==> config.mk <==
export PLATFORM = sky130hd
export DESIGN_NAME = secs_rtc
export DESIGN_NICKNAME = d
export VERILOG_FILES = /design/src/rtl/rtc_pkg.sv /design/src/rtl/rtc_count.sv /design/src/rtl/rtc_alarm.sv /design/src/rtl/secs_rtc.sv
export SDC_FILE = /design/constraint.sdc
export NUM_CORES = 1
export LEC_CHECK = 0
export ABC_CLOCK_PERIOD_IN_PS = 3050
export BUFFER_PORTS_ARGS = -buffer_cell sky130_fd_sc_hd__buf_2
export CAP_MARGIN = 5
export CORE_MARGIN = 4
export CORE_UTILIZATION = 64
export DETAILED_ROUTE_END_ITERATION = 6
export MAX_ROUTING_LAYER = met4
export PLACE_DENSITY = 0.83
export SLEW_MARGIN = 10
export SYNTH_ARGS = -nofsm -noshare
export SYNTH_HDL_FRONTEND = slang
export SYNTH_SLANG_ARGS = --single-unit
==> constraint.sdc <==
create_clock -name clk -period 3.05 [get_ports clk]
set_input_delay 0.4575 -clock clk [delete_from_list [all_inputs] [get_ports clk]]
set_output_delay 0.4575 -clock clk [all_outputs]
set_load 0.03 [all_outputs]
==> src/rtl/rtc_pkg.sv <==
package rtc_pkg;
  localparam int OFS_CTRL = 0;
  localparam int OFS_ACTL = 1;
  localparam int OFS_WR   = 2;
  localparam int OFS_RD   = 6;
  localparam int OFS_ALM  = 10;
  localparam int RUN_BIT  = 7;
  localparam int AEN_BIT  = 1;
  localparam int STS_BIT  = 0;
endpackage

==> src/rtl/rtc_count.sv <==
module rtc_count #(
  parameter int WIDTH = 32
) (
  input  logic             clk,
  input  logic             rst,
  input  logic             run_i,
  input  logic             tick_i,
  input  logic             load_i,
  input  logic [WIDTH-1:0] load_val_i,
  output logic [WIDTH-1:0] count_o
);
  always_ff @(posedge clk) begin
    if (rst)                count_o <= '0;
    else if (load_i)        count_o <= load_val_i;
    else if (run_i && tick_i) count_o <= count_o + 1'b1;
  end

  p_inc_r2: assert property (@(posedge clk) disable iff (rst)
    (run_i && tick_i && !load_i) |=> (count_o == $past(count_o) + 1'b1));
  p_hold_r3: assert property (@(posedge clk) disable iff (rst)
    (!run_i && !load_i) |=> $stable(count_o));
  p_load_r5: assert property (@(posedge clk) disable iff (rst)
    load_i |=> (count_o == $past(load_val_i)));
endmodule

==> src/rtl/rtc_alarm.sv <==
module rtc_alarm #(
  parameter int WIDTH = 32
) (
  input  logic             clk,
  input  logic             rst,
  input  logic             en_i,
  input  logic             clr_i,
  input  logic [WIDTH-1:0] count_i,
  input  logic [WIDTH-1:0] cmp_i,
  output logic             status_o
);
  logic match, match_q;
  assign match = en_i && (count_i == cmp_i);

  always_ff @(posedge clk) begin
    if (rst) begin
      match_q  <= 1'b0;
      status_o <= 1'b0;
    end else begin
      match_q <= match;
      if (match && !match_q) status_o <= 1'b1;
      else if (clr_i)        status_o <= 1'b0;
    end
  end

  p_sticky_r7: assert property (@(posedge clk) disable iff (rst)
    (status_o && !clr_i) |=> status_o);
  p_enable_r6: assert property (@(posedge clk) disable iff (rst)
    $rose(status_o) |-> $past(en_i));
endmodule

==> src/rtl/secs_rtc.sv <==
module secs_rtc #(
  parameter int BYTES  = 4,
  parameter int ADDR_W = 4
) (
  input  logic              clk,
  input  logic              rst,
  input  logic              tick_i,
  input  logic [ADDR_W-1:0] addr_i,
  input  logic [7:0]        wdata_i,
  input  logic              wr_en_i,
  input  logic              rd_en_i,
  output logic [7:0]        rdata_o,
  output logic              alarm_irq_o
);
  import rtc_pkg::*;
  localparam int WIDTH = BYTES * 8;

  logic             run_q, aen_q, status;
  logic [WIDTH-1:8] stage_q;
  logic [WIDTH-1:0] alarm_q, count;
  logic             load, clr;
  logic [7:0]       rd_next;

  assign load = wr_en_i && (addr_i == ADDR_W'(OFS_WR));
  assign clr  = wr_en_i && (addr_i == ADDR_W'(OFS_ACTL)) && !wdata_i[STS_BIT];

  always_ff @(posedge clk) begin
    if (rst) begin
      run_q   <= 1'b0;
      aen_q   <= 1'b0;
      stage_q <= '0;
      alarm_q <= '0;
    end else if (wr_en_i) begin
      if (addr_i == ADDR_W'(OFS_CTRL)) begin
        run_q <= wdata_i[RUN_BIT];
        aen_q <= wdata_i[AEN_BIT];
      end
      for (int i = 1; i < BYTES; i++)
        if (addr_i == ADDR_W'(OFS_WR + i)) stage_q[8*i +: 8] <= wdata_i;
      for (int i = 0; i < BYTES; i++)
        if (addr_i == ADDR_W'(OFS_ALM + i)) alarm_q[8*i +: 8] <= wdata_i;
    end
  end

  rtc_count #(.WIDTH(WIDTH)) i_count (
    .clk(clk), .rst(rst), .run_i(run_q), .tick_i(tick_i),
    .load_i(load), .load_val_i({stage_q, wdata_i}), .count_o(count)
  );

  rtc_alarm #(.WIDTH(WIDTH)) i_alarm (
    .clk(clk), .rst(rst), .en_i(aen_q), .clr_i(clr),
    .count_i(count), .cmp_i(alarm_q), .status_o(status)
  );

  always_comb begin
    rd_next = 8'h00;
    if (addr_i == ADDR_W'(OFS_CTRL)) begin
      rd_next[RUN_BIT] = run_q;
      rd_next[AEN_BIT] = aen_q;
    end
    if (addr_i == ADDR_W'(OFS_ACTL)) rd_next[STS_BIT] = status;
    for (int i = 0; i < BYTES; i++) begin
      if (addr_i == ADDR_W'(OFS_RD + i))  rd_next = count[8*i +: 8];
      if (addr_i == ADDR_W'(OFS_ALM + i)) rd_next = alarm_q[8*i +: 8];
    end
  end

  always_ff @(posedge clk) begin
    if (rst)          rdata_o <= 8'h00;
    else if (rd_en_i) rdata_o <= rd_next;
  end

  assign alarm_irq_o = status;

  p_unmapped_r10: assert property (@(posedge clk) disable iff (rst)
    (rd_en_i && addr_i >= ADDR_W'(OFS_ALM + BYTES)) |=> (rdata_o == 8'h00));
  p_rdhold_r9: assert property (@(posedge clk) disable iff (rst)
    !rd_en_i |=> $stable(rdata_o));
endmodule

==> flow_summary.toml <==
[clock_network]
cts_hold_buffers = 0
clock-sinks = 100
cts_resized = 0
cts.clk_slew.worst_paths_ps = 100
cts_tree = "built"
htreeDepth = 3
clock_latency_ps = 360
cts_buffer_depth = 2
clockRootBuffer = "clkbuf_8"
cts_buffers = 9
post_cts_buffers = 0

[floorplanning]
die-width_microns = 100
die_area_sq_mm = 0.0100
core_sq_mm = 0.00826
die_y_microns = 100
rows = 33
pin_count = 26
initial_utilization_pct = 65.9

[global_routing]
grt_pass1_wl_microns = 25300
grt_remaining_overflow = 0
first_global_vias = 4656
antenna_found_initial = 0
grt.total_usage_pct = 33.7
grt_max_degree = 99

[synth]
syn_nets = 662
synth-edff-count = 0
yosys_warnings = 0
synth.avg_cell_area_sq_um = 8.45
yosysSeqAreaShare_pct = 36.8
ys_seq_elements = 100
synth-async-reset-ratio_pct = 0
synth_area_sq_mm = 0.00544
syn_inst = 644
synth_ff_type = "dfxtp_1"
synth_cell_types = 56

[sta]
finalHoldViolations = 0
setup_tns_ps = 0
fin_skew_ps = 10.2
slew_violations = 0
fmax_mhz = 451
tightest_slew_ps = 998
min_period_ps = 2220
postLayoutSetupSlackWorst_ps = 833
setup_violations = 0
final.period_utilization_pct = 72.7
rsz0062_at_grt = "false"
slew_headroom_pct = 33.5

[final_layout]
layout_commonest_cell = "nor2_1"
area_delta_synth_final_pct = 5.24
drive_gt1_share_pct = 10.4
postLayoutCoreUtil_pct = 69.3
final_nets = 651
final_cell_count_no_fill = 742
nFillCells = 688
diodes = 0
fin_area_sq_mm = 0.00573
final_cell_mix = "nor2_1 (104), dfxtp_1 (100), mux2i_1 (59), xnor2_1 (41), nand2_1 (27)"

[setup_path]
endpoint_kind = "flip-flop"
r2r_setup_slack_ps = 830
timing.rr.end = "i_count.count_o[16]"
setup.worst_path.class = "flip-flop to flip-flop"
cp.arrival_ps = 2490
cp.required_ps = 3320
rr_startpoint = "i_count.count_o[0]"
ff2ff_path_depth = 6
startpoint_type = "flip-flop"
path_max_fanout = 6

[flow_run]
cap_violations = 0

[worst_hold_path]
min_path_type = "flip-flop to flip-flop"
min_from = "i_alarm.match_q"
min_path_cells = 1
hold_end = "i_alarm.status_o"

[placement]
placed_area_sq_mm = 0.00555
place_congestion = 0.993
pre_cts_ws_ps = 526
dpl.hpwl_microns = 11500
dpl.cell_count = 727
port_buffers = 25

[power_and_ir_drop]
p_leak_uw = 0.00200
irDropWorstVdd_mv = 0.337
power_density_mw_per_mm2 = 422

[route]
post_drt_wl_per_cell_microns = 21.5
remaining_drc_errors = 0
vias_per_cell = 6.53
first_pass_iters = 5
num_vias = 4846
wl_microns = 16000
first_iter_violations = 413
ant_nets = 0

[status]
status = "finished, final reports clean"
## report_power, final
| part | switching (uW) | internal (uW) | total [uW] |
|---|---|---|---|
| Clock | 485 | 311 | 796 |
| Sequential | 33.3 | 1330 | 1360 |
| Combinational | 174 | 85.3 | 259 |
| Total | 692 | 1720 | 2420 |
## flip-flops by register name (all words and copies together) (netlist names)
name and flops:
aen_q 1, i_count.count_o 32, i_alarm.match_q 1, run_q 1, i_alarm.status_o 1, alarm_q 32
rdata_o 8, stage_q 24
## worst max path at each step
stage | start | end
after floorplan | addr_i[1] | stage_q[25]
after global placement | addr_i[2] | stage_q[23]
after detailed placement | addr_i[2] | stage_q[22]
after CTS | i_count.count_o[0] | i_count.count_o[16]
after global routing | i_count.count_o[9] | i_count.count_o[23]
final | i_count.count_o[0] | i_count.count_o[16]
## metal layers
metal | track usage (%) | routed length [microns]
met5 | - | 0
met4 | 14.1 | 634
met3 | 6.32 | 1320
met2 | 52.9 | 7420
met1 | 42.7 | 6600
## kinds of logic (layout without fill, tap and decap cells)
family                     after synthesis  in the layout  share of synthesized area, %
and+or+nand+nor                        245            245                          23.3
AOI/OAI and AO/OA                      116            116                          14.3
DFF                                    100            100                          36.8
buffers and inverters                   62             55                          4.67
muxes                                   61             61                          11.3
xor gates and xnor gates                59             59                          9.50
adders and majority gates                1              1                         0.230
## worst max-delay path, stage by stage (launching register included)
cell	delay, ps
dfxtp_1	480
ha_1	280
and4_1	410
and3_1	360
nor3b_1	270
xnor2_1	100
a211oi_1	220
## synth_stat cells (2+ instances only)
cell type	n	area, sq um
nor2_1	104	390
dfxtp_1	100	2000
mux2i_1	59	591
xnor2_1	41	359
clkbuf_1	38	143
nand2_1	28	105
o21ai_0	23	115
a211oi_1	22	165
a21oi_1	22	110
nand3_1	19	95.1
xor2_1	18	158
nand4_1	14	87.6
nor2b_1	12	75.1
and3_1	11	68.8
buf_2	11	55.1
o22ai_1	9	56.3
a2bb2oi_1	8	70.1
nor3_1	8	40.0
nor4_1	7	43.8
inv_1	6	22.5
nand2b_1	6	37.5
or3_1	6	37.5
a311oi_1	5	43.8
buf_1	5	18.8
a22oi_1	4	30.0
a31oi_1	4	25.0
and2_1	4	25.0
and4_1	4	35.0
nor3_2	4	40.0
nor3b_1	4	30.0
nor4_2	4	50.1
and3b_1	3	26.3
o221ai_1	3	26.3
a211oi_2	2	25.0
mux2_2	2	22.5
o2bb2ai_1	2	17.5
o31ai_1	2	15.0
o32ai_1	2	17.5
## per-stage QoR
stage | power, uW | hold slack (ps)
after detailed placement | 1640 | 420
after floorplan | 1560 | 399
after global routing | 2510 | 461
after global placement | 1640 | 414
after CTS | 2420 | 434
final | 2420 | 431
## area by class of cell
| cell class | count | area (sq um) | share of cell area [%] |
|---|---|---|---|
| repair buffers | 33 | 198 | 3.45 |
| clock buffers | 9 | 124 | 2.16 |
| clock inverters | 6 | 57.6 | 1.01 |
| flip-flops and latches | 100 | 2000 | 35.0 |
| inverters | 7 | 26.3 | 0.459 |
| well taps | 105 | 131 | 2.29 |
| multi-input cells | 482 | 3190 | 55.7 |
Note: power is estimated with default switching activity, not from simulation.
